$ cat config.mk
export PLATFORM = sky130hd
export DESIGN_NAME = bdp_burst_path
export DESIGN_NICKNAME = d
export VERILOG_FILES = /design/src/rtl/bdp_pkg.sv /design/src/rtl/bdp_ctrl.sv /design/src/rtl/bdp_slice.sv /design/src/rtl/bdp_burst_path.sv
export SDC_FILE = /design/constraint.sdc
export NUM_CORES = 1
export LEC_CHECK = 0
export ABC_AREA = 1
export BUFFER_PORTS_ARGS = -buffer_cell sky130_fd_sc_hd__buf_2
export CORE_UTILIZATION = 45
export CTS_CLUSTER_DIAMETER = 80
export DETAILED_ROUTE_END_ITERATION = 6
export PLACE_DENSITY = 0.76
export SLEW_MARGIN = 10
export SYNTH_ARGS = -nofsm -noshare
export SYNTH_HDL_FRONTEND = slang
export SYNTH_SLANG_ARGS = --single-unit
$ cat constraint.sdc
create_clock -name clk_i -period 3.35 [get_ports clk_i]
set_input_delay 0.335 -clock clk_i [delete_from_list [all_inputs] [get_ports clk_i]]
set_output_delay 0.335 -clock clk_i [all_outputs]
set_load 0.005 [all_outputs]
$ cat src/rtl/bdp_pkg.sv
package bdp_pkg;
  localparam int unsigned HOST_W   = 32;
  localparam int unsigned SLICE_W  = 16;
  localparam int unsigned BURST_DW = 4;
  localparam int unsigned IDX_W    = $clog2(BURST_DW);

  typedef enum logic [1:0] {
    ST_IDLE,
    ST_FILL,
    ST_WAIT,
    ST_XFER
  } bdp_state_e;

  // burst order: interleaved by XOR with the start position
  function automatic logic [IDX_W-1:0] burst_dw_sel(input logic [IDX_W-1:0] start,
                                                    input logic [IDX_W-1:0] idx);
    return start ^ idx;
  endfunction
endpackage

$ cat src/rtl/bdp_ctrl.sv
module bdp_ctrl
  import bdp_pkg::*;
#(
  parameter int unsigned BEATS  = 1,
  localparam int unsigned BEAT_W = (BEATS > 1) ? $clog2(BEATS) : 1
) (
  input  logic              clk_i,
  input  logic              rst_ni,
  input  logic              req_i,
  input  logic [IDX_W-1:0]  start_i,
  input  logic              mem_valid_i,
  output logic              fill_we_o,
  output logic [BEAT_W-1:0] beat_o,
  output logic              fill_done_o,
  output logic [IDX_W-1:0]  rd_sel_o,
  output logic              rdy_o,
  output logic              last_o
);
  localparam logic [BEAT_W-1:0] LAST_BEAT = BEAT_W'(BEATS - 1);
  localparam logic [IDX_W-1:0]  LAST_IDX  = IDX_W'(BURST_DW - 1);

  bdp_state_e        st_q, st_d;
  logic [IDX_W-1:0]  start_q;
  logic [BEAT_W-1:0] beat_q;
  logic [IDX_W-1:0]  idx_q;
  logic              accept;

  assign accept      = (st_q == ST_IDLE) && req_i;
  assign fill_we_o   = (st_q == ST_FILL) && mem_valid_i;
  assign fill_done_o = fill_we_o && (beat_q == LAST_BEAT);
  assign beat_o      = beat_q;
  assign rdy_o       = (st_q == ST_XFER);
  assign last_o      = rdy_o && (idx_q == LAST_IDX);
  assign rd_sel_o    = burst_dw_sel(start_q, idx_q);

  always_comb begin
    st_d = st_q;
    unique case (st_q)
      ST_IDLE: if (req_i) st_d = ST_FILL;
      ST_FILL: if (fill_done_o) st_d = ST_WAIT;
      ST_WAIT: st_d = ST_XFER;
      ST_XFER: if (idx_q == LAST_IDX) st_d = ST_IDLE;
      default: st_d = ST_IDLE;
    endcase
  end

  always_ff @(posedge clk_i or negedge rst_ni) begin
    if (!rst_ni) begin
      st_q    <= ST_IDLE;
      start_q <= '0;
      beat_q  <= '0;
      idx_q   <= '0;
    end else begin
      st_q <= st_d;
      if (accept) begin
        start_q <= start_i;
        beat_q  <= '0;
      end else if (fill_we_o) begin
        beat_q <= beat_q + 1'b1;
      end
      if (st_q == ST_WAIT) idx_q <= '0;
      else if (rdy_o)      idx_q <= idx_q + 1'b1;
    end
  end
endmodule

$ cat src/rtl/bdp_slice.sv
module bdp_slice
  import bdp_pkg::*;
#(
  parameter int unsigned W     = SLICE_W,
  parameter int unsigned DEPTH = BURST_DW
) (
  input  logic                     clk_i,
  input  logic                     rst_ni,
  input  logic [DEPTH-1:0]         we_i,
  input  logic [DEPTH-1:0][W-1:0]  wdata_i,
  input  logic                     rd_en_i,
  input  logic [IDX_W-1:0]         rd_sel_i,
  output logic [W-1:0]             rd_data_o
);
  logic [DEPTH-1:0][W-1:0] lat_q;

  for (genvar e = 0; e < DEPTH; e++) begin : g_entry
    always_ff @(posedge clk_i or negedge rst_ni) begin
      if (!rst_ni)     lat_q[e] <= '0;
      else if (we_i[e]) lat_q[e] <= wdata_i[e];
    end
  end

  assign rd_data_o = rd_en_i ? lat_q[rd_sel_i] : '0;
endmodule

$ cat src/rtl/bdp_burst_path.sv
module bdp_burst_path
  import bdp_pkg::*;
#(
  parameter int unsigned MEM_W = 128
) (
  input  logic              clk_i,
  input  logic              rst_ni,
  input  logic              burst_req_i,
  input  logic [1:0]        start_addr_i,
  input  logic [MEM_W-1:0]  mem_data_i,
  input  logic              mem_valid_i,
  output logic [HOST_W-1:0] host_data_o,
  output logic              host_rdy_o,
  output logic              host_last_o
);
  localparam int unsigned DW_PER_BEAT = MEM_W / HOST_W;
  localparam int unsigned BEATS       = BURST_DW / DW_PER_BEAT;
  localparam int unsigned BEAT_W      = (BEATS > 1) ? $clog2(BEATS) : 1;
  localparam int unsigned SLICES      = HOST_W / SLICE_W;

  logic                                   fill_we;
  logic                                   fill_done;
  logic [BEAT_W-1:0]                      beat;
  logic [IDX_W-1:0]                       rd_sel;
  logic [BURST_DW-1:0]                    dw_we;
  logic [BURST_DW-1:0][HOST_W-1:0]        dw_wdata;
  logic [SLICES-1:0][BURST_DW-1:0][SLICE_W-1:0] sl_wdata;

  bdp_ctrl #(.BEATS(BEATS)) u_ctrl (
    .clk_i       (clk_i),
    .rst_ni      (rst_ni),
    .req_i       (burst_req_i),
    .start_i     (start_addr_i),
    .mem_valid_i (mem_valid_i),
    .fill_we_o   (fill_we),
    .beat_o      (beat),
    .fill_done_o (fill_done),
    .rd_sel_o    (rd_sel),
    .rdy_o       (host_rdy_o),
    .last_o      (host_last_o)
  );

  // dword d comes from lane (d mod lanes) of beat (d div lanes)
  for (genvar d = 0; d < BURST_DW; d++) begin : g_dw
    localparam int unsigned LANE = d % DW_PER_BEAT;
    localparam int unsigned GRP  = d / DW_PER_BEAT;
    assign dw_we[d]    = fill_we && (beat == BEAT_W'(GRP));
    assign dw_wdata[d] = mem_data_i[LANE*HOST_W +: HOST_W];
  end

  for (genvar s = 0; s < SLICES; s++) begin : g_slice
    for (genvar d = 0; d < BURST_DW; d++) begin : g_wd
      assign sl_wdata[s][d] = dw_wdata[d][s*SLICE_W +: SLICE_W];
    end
    bdp_slice #(.W(SLICE_W), .DEPTH(BURST_DW)) u_slice (
      .clk_i     (clk_i),
      .rst_ni    (rst_ni),
      .we_i      (dw_we),
      .wdata_i   (sl_wdata[s]),
      .rd_en_i   (host_rdy_o),
      .rd_sel_i  (rd_sel),
      .rd_data_o (host_data_o[s*SLICE_W +: SLICE_W])
    );
  end
endmodule

Word-level counts from Yosys, hierarchy flattened
Cells that the tools add are included.
{"block": "word_totals", "word_cells": 46, "reg_bits": 135}
{"block": "classes", "reduce_logical": 8, "n_bitwise": 2, "n_lt_le_gt_ge": 1, "addsub": 2, "mux": 14, "n_eq_ne": 7}
{"cell": "16-bit binary-select mux with 2-bit select", "count": 2}
{"cell": "16-bit 2-to-1 mux", "count": 4}
{"cell": "2-bit 2-to-1 mux", "count": 5}
{"cell": "2-bit one-hot mux with 4 select lines", "count": 1}
{"cell": "2-bit equality test, second input constant", "count": 3}
{"cell": "2-bit inequality test, second input constant", "count": 3}
{"cell": "1-bit logical AND", "count": 4}
{"cell": "2-bit nonzero test", "count": 2}
{"cell": "2-bit by 3-bit < comparator with 1-bit output, second input constant", "count": 1}
{"cell": "3-bit AND reduction", "count": 1}
{"cell": "2-bit by 1-bit adder with 2-bit output, second input constant", "count": 1}
{"cell": "2-bit by 1-bit equality test with 1-bit output, second input constant", "count": 1}
{"cell": "2-bit zero test", "count": 1}
{"cell": "1-bit 2-to-1 mux", "count": 2}
{"cell": "2-bit bitwise XOR", "count": 1}
{"cell": "1-bit adder, second input constant", "count": 1}
{"cell": "1-bit inverter", "count": 1}

Logic depth before layout (Yosys ltp)
{"block": "depth", "ltp_word": 5, "depth_mapped": 10}

By module
A second synthesis with hierarchy kept.
{"block": "hier_totals", "cells_unflattened": 844, "area_unflattened_um2": 6536.3}
{"mod": "bdp_slice", "area_each_um2": 3041.7, "n_inst": 2, "seq_area_each_um2": 1601.5, "cells_each": 394}
{"mod": "bdp_ctrl", "area_each_um2": 442.9, "n_inst": 1, "seq_area_each_um2": 175.2, "cells_each": 54}
{"mod": "bdp_burst_path", "area_each_um2": 10.0, "n_inst": 1, "seq_area_each_um2": 0.0, "cells_each": 2}

Least setup slack after synthesis
Ideal clock, no wire load.
{"block": "synth_path", "kind": "register -> register", "start": "reg u_ctrl.st_q[1]", "end": "reg g_slice[0].u_slice.lat_q[32] in the netlist's numbering", "arrival_time_ns": 1.425, "required_ns": 3.220, "path_stages_with_launch": 10, "setup_ns": 0.130, "path_buffers": 3, "slack_ns": 1.794, "cell_sequence": "dfrtp_1 -> inv_1 -> ha_1 -> nand2_1 -> or2_1 -> buf_6 -> buf_6 -> buf_2 -> nand2_1 -> o21ai_1"}
{"block": "synth_between", "elab_chain_len": 3}
{"item": "from (decl)", "line": "bdp_ctrl.sv:22", "text": "bdp_state_e st_q, st_d;"}
{"item": "from (signal assigned)", "line": "bdp_ctrl.sv:54", "text": "st_q <= st_d;"}
{"item": "2-bit by 1-bit equality test with 1-bit output", "line": "bdp_ctrl.sv:29", "text": "assign fill_we_o = (st_q == ST_FILL) && mem_valid_i;"}
{"item": "1-bit logical AND", "line": "bdp_ctrl.sv:29"}
{"item": "1-bit logical AND", "line": "bdp_burst_path.sv:47", "text": "assign dw_we[d] = fill_we && (beat == BEAT_W'(GRP));"}
{"item": "to (signal, indexed assignment)", "line": "bdp_slice.sv:20", "text": "else if (we_i[e]) lat_q[e] <= wdata_i[e];"}
{"item": "to (decl)", "line": "bdp_slice.sv:15", "text": "logic [DEPTH-1:0][W-1:0] lat_q;"}
No other way between the ends.
A chain may end at the register's enable or synchronous reset.

Final worst setup path
{"block": "layout_path", "start": "reg u_ctrl.idx_q[0]", "end": "out host_data_o[26]"}
{"block": "layout_between", "elab_chain_len": 4}
{"item": "from (decl)", "line": "bdp_ctrl.sv:25", "text": "logic [IDX_W-1:0] idx_q;"}
{"item": "from (signal assigned)", "line": "bdp_ctrl.sv:62", "text": "else if (rdy_o) idx_q <= idx_q + 1'b1;"}
{"item": "2-bit bitwise XOR", "line": "bdp_pkg.sv:17", "text": "return start ^ idx;"}
{"item": "16-bit binary-select mux with 2-bit select", "line": "bdp_slice.sv:24", "text": "assign rd_data_o = rd_en_i ? lat_q[rd_sel_i] : '0;"}
{"item": "16-bit 2-to-1 mux (not written as such)", "line": "bdp_slice.sv:24"}
{"item": "16-bit 2-to-1 mux", "line": "bdp_slice.sv:24"}
{"item": "to (decl)", "line": "bdp_burst_path.sv:12", "text": "output logic [HOST_W-1:0] host_data_o,"}
No other way between the ends. The select of a mux whose other input is x is not followed.

==> qor.csv <==
metric,value,unit
tns,0,ps
cpMostUsedCell,nand3_1,
holdPathStages,3,
cp-end-kind,output port,
area_growth,19.9,%
yosysMostFrequentCell,inv_1,
clockRootBuffer,clkbuf_16,
die_area,15800,um^2
die_h,126,um
io_buffer_count,167,
ir_drop,0.000418,V
violations,DRC,
ys_async_sr_fraction,1.00,
pin_count,168,
worst_slew_pin_slew,717,ps
synth-seq-cells,135,
globalRouteOverflowTotal,0,
final_util,0.561,
rsz0062_at_grt,no,
slew-limit-headroom,0.520,
p_clk_frac,0.232,
yosysSeqAreaShare,0.491,
die_w,126,um
worstPathBufferInverterCount,3,
syn_inst,856,
synth_top_area_cell,dfrtp_1,
max_stage_delay,420,ps
critical_path_class,reg2out,
critPathLaunchType,flop,
placementRows,44,
grt_pass1_wl,30400,um
p_leak,4.53,nW
dr_wl_met2,9360,um
start_util,0.468,
clk_latency,420,ps
path_clk_slew,60,ps
path_delay_family,buffers and inverters,
dominantRegCellSynth,dfrtp_1,
ys_warn_count,0,
netlist_top_cells_area,"dfrtp_1 (49%), nand3_1 (9.6%), a21oi_1 (8.9%)",
wl_met1,8380,um
dr.pass1.iters,7,
grt_max_degree,136,
reg2reg_depth,9,
synth_edf_count,0,
avgSynthCellArea,8.04,um^2
p_switching,0.00317,W
finalSetupViolCount,0,
fin_crit,2640,ps
outcome,finished with violations,
synth_fp_nets,996,
cp_num_cells,7,
comb_power_share,0.434,
hold_viol,0,
drcViolationCount,12,
clock_path_buffers,2,
first_iter_violations,533,
crit_required,3010,ps
ys_types,20,
max_freq,379,MHz
hpwl,13600,um
switching_share,0.402,
fin_nets,1137,
syn_area,6880,um^2
drv_cap,0,
powerDensity,956,nW/um^2
antenna_found_initial,0,
numCtsBuffers,17,
wl_met3,1340,um
report.final.slew_viol_count,0,
grt_pass1_vias,5840,
path_cells,inv_1 > nand2_2 > buf_4 > nand3_1 > nand3_1 > a21oi_1 > buf_2,
ctsHtreeMaxLevel,4,
via_count,6265,
cts_sinks,135,
maxUsedRoutingLayer,met4,
antenna_cells,0,
slowest_stage,dfrtp_1,
synth_top_cells_by_count,"inv_1 (140), dfrtp_1 (135), nand3_1 (132), a21oi_1 (122), nor2_1 (96)",
crit_path_start,u_ctrl.idx_q[0],
pwr-share-seq,0.334,
track_usage,0.254,
routed_wl,19300,um
synth_top_area_frac,0.491,
intPower,0.00471,W
skew,8.85,ps
wl_per_cell,16.2,um
layout-drive-gt1-share,0.223,
min_from,mem_data_i[93],
cts_tree,done,
worst-endpoint-arrival,2300,ps
routabilityCongestion,0.926,
hold_class,in2reg,
worstReg2RegStart,u_ctrl.st_q[1],
cp_max_fo,24,
ant_nets,0,
fin_crit_sh,0.788,
vias_per_cell,5.25,
core,14700,um^2
fill_cells,1403,
## worst min-delay path: cells and delay by family
kind / cells / cell delay (ps)
buffers and inverters: 2 / 130
AOI/OAI and AO/OA: 1 / 60
## flip-flops by register name, indices dropped and copies added, names as in the netlist
name / flops
g_slice.u_slice.lat_q: 128
u_ctrl.beat_o: 1
u_ctrl.idx_q: 2
u_ctrl.st_q: 2
u_ctrl.start_q: 2
## cells by family after synthesis
logic type | count (synthesis) | share of synthesized area
buffers and inverters | 202 | 0.140
AOI/OAI and AO/OA | 166 | 0.126
DFF | 135 | 0.491
adders and majority gates | 6 | 0.0109
and+or+nand+nor | 347 | 0.231
## routing by layer
layer  vias to the layer above  global-route usage
li1                       3005                   -
met1                      2956               0.342
met2                       283               0.411
met3                        21              0.0573
met4                         0              0.0732
met5                         -                   0
## area by class of cell
| cell class | instances | area [um^2] | share of cell area |
|---|---|---|---|
| clock inverters | 8 | 96.3 | 0.0117 |
| clock buffers | 24 | 482 | 0.0584 |
| well taps | 184 | 230 | 0.0279 |
| multi-input cells | 519 | 2550 | 0.309 |
| flip-flops and latches | 135 | 3380 | 0.409 |
| repair buffers | 183 | 990 | 0.120 |
| inverters | 141 | 529 | 0.0641 |
## layout by cell type (no fill, tap or decap), types with 2 or more instances in the layout
master and count:
a21oi_2 7, a21oi_1 122, nand2_1 82, o21ai_0 4
dfrtp_1 135, clkbuf_8 3, clkbuf_16 17, o21ai_1 29
clkbuf_1 4, clkinv_2 4, inv_1 140, nand3b_1 32
buf_12 2, buf_4 13, buf_2 166, bufinv_16 2
ha_1 6, nor2_1 96, nand2_2 3, o21ai_2 3
nand3_1 132
## through the flow
step                      total power (W)  setup slack [ps]  instances  cell area (um^2)  hold slack, ps
final                             0.00789               711       1194              8250             140
after CTS                         0.00789               408       1194              8250             135
after floorplan                   0.00509              1790        856              6880            39.4
after global routing              0.00845               601       1194              8250             147
after global placement            0.00594               952       1161              7660             399
after detailed placement          0.00604               889       1161              7660             392
## worst paths after layout
path | to | slack, ps
max in group asynchronous | g_slice[1].u_slice.lat_q[23] | 2080
worst min-delay path | g_slice[1].u_slice.lat_q[45] | 140
min in group asynchronous | g_slice[0].u_slice.lat_q[26] | 490
worst max-delay path | host_data_o[26] | 710
worst min register to register | g_slice[1].u_slice.lat_q[47] | 480
worst max register to register | u_ctrl.st_q[0] | 1500
## power groups by stage
| stage | sequential (W) | clock [W] | combinational, W |
|---|---|---|---|
| floorplan | 0.00255 | 0 | 0.00254 |
| global route | 0.00270 | 0.00193 | 0.00383 |
| detailed placement | 0.00265 | 0 | 0.00339 |
| finish | 0.00263 | 0.00183 | 0.00342 |
| CTS | 0.00263 | 0.00185 | 0.00341 |
| global placement | 0.00262 | 0 | 0.00331 |
## timing repair
action	CTS	global route
hold buffers	1	0
hold endpoints to repair	68	0
resized for setup	0	0
buffers inserted	0	0
(Power assumes the default switching activity.)
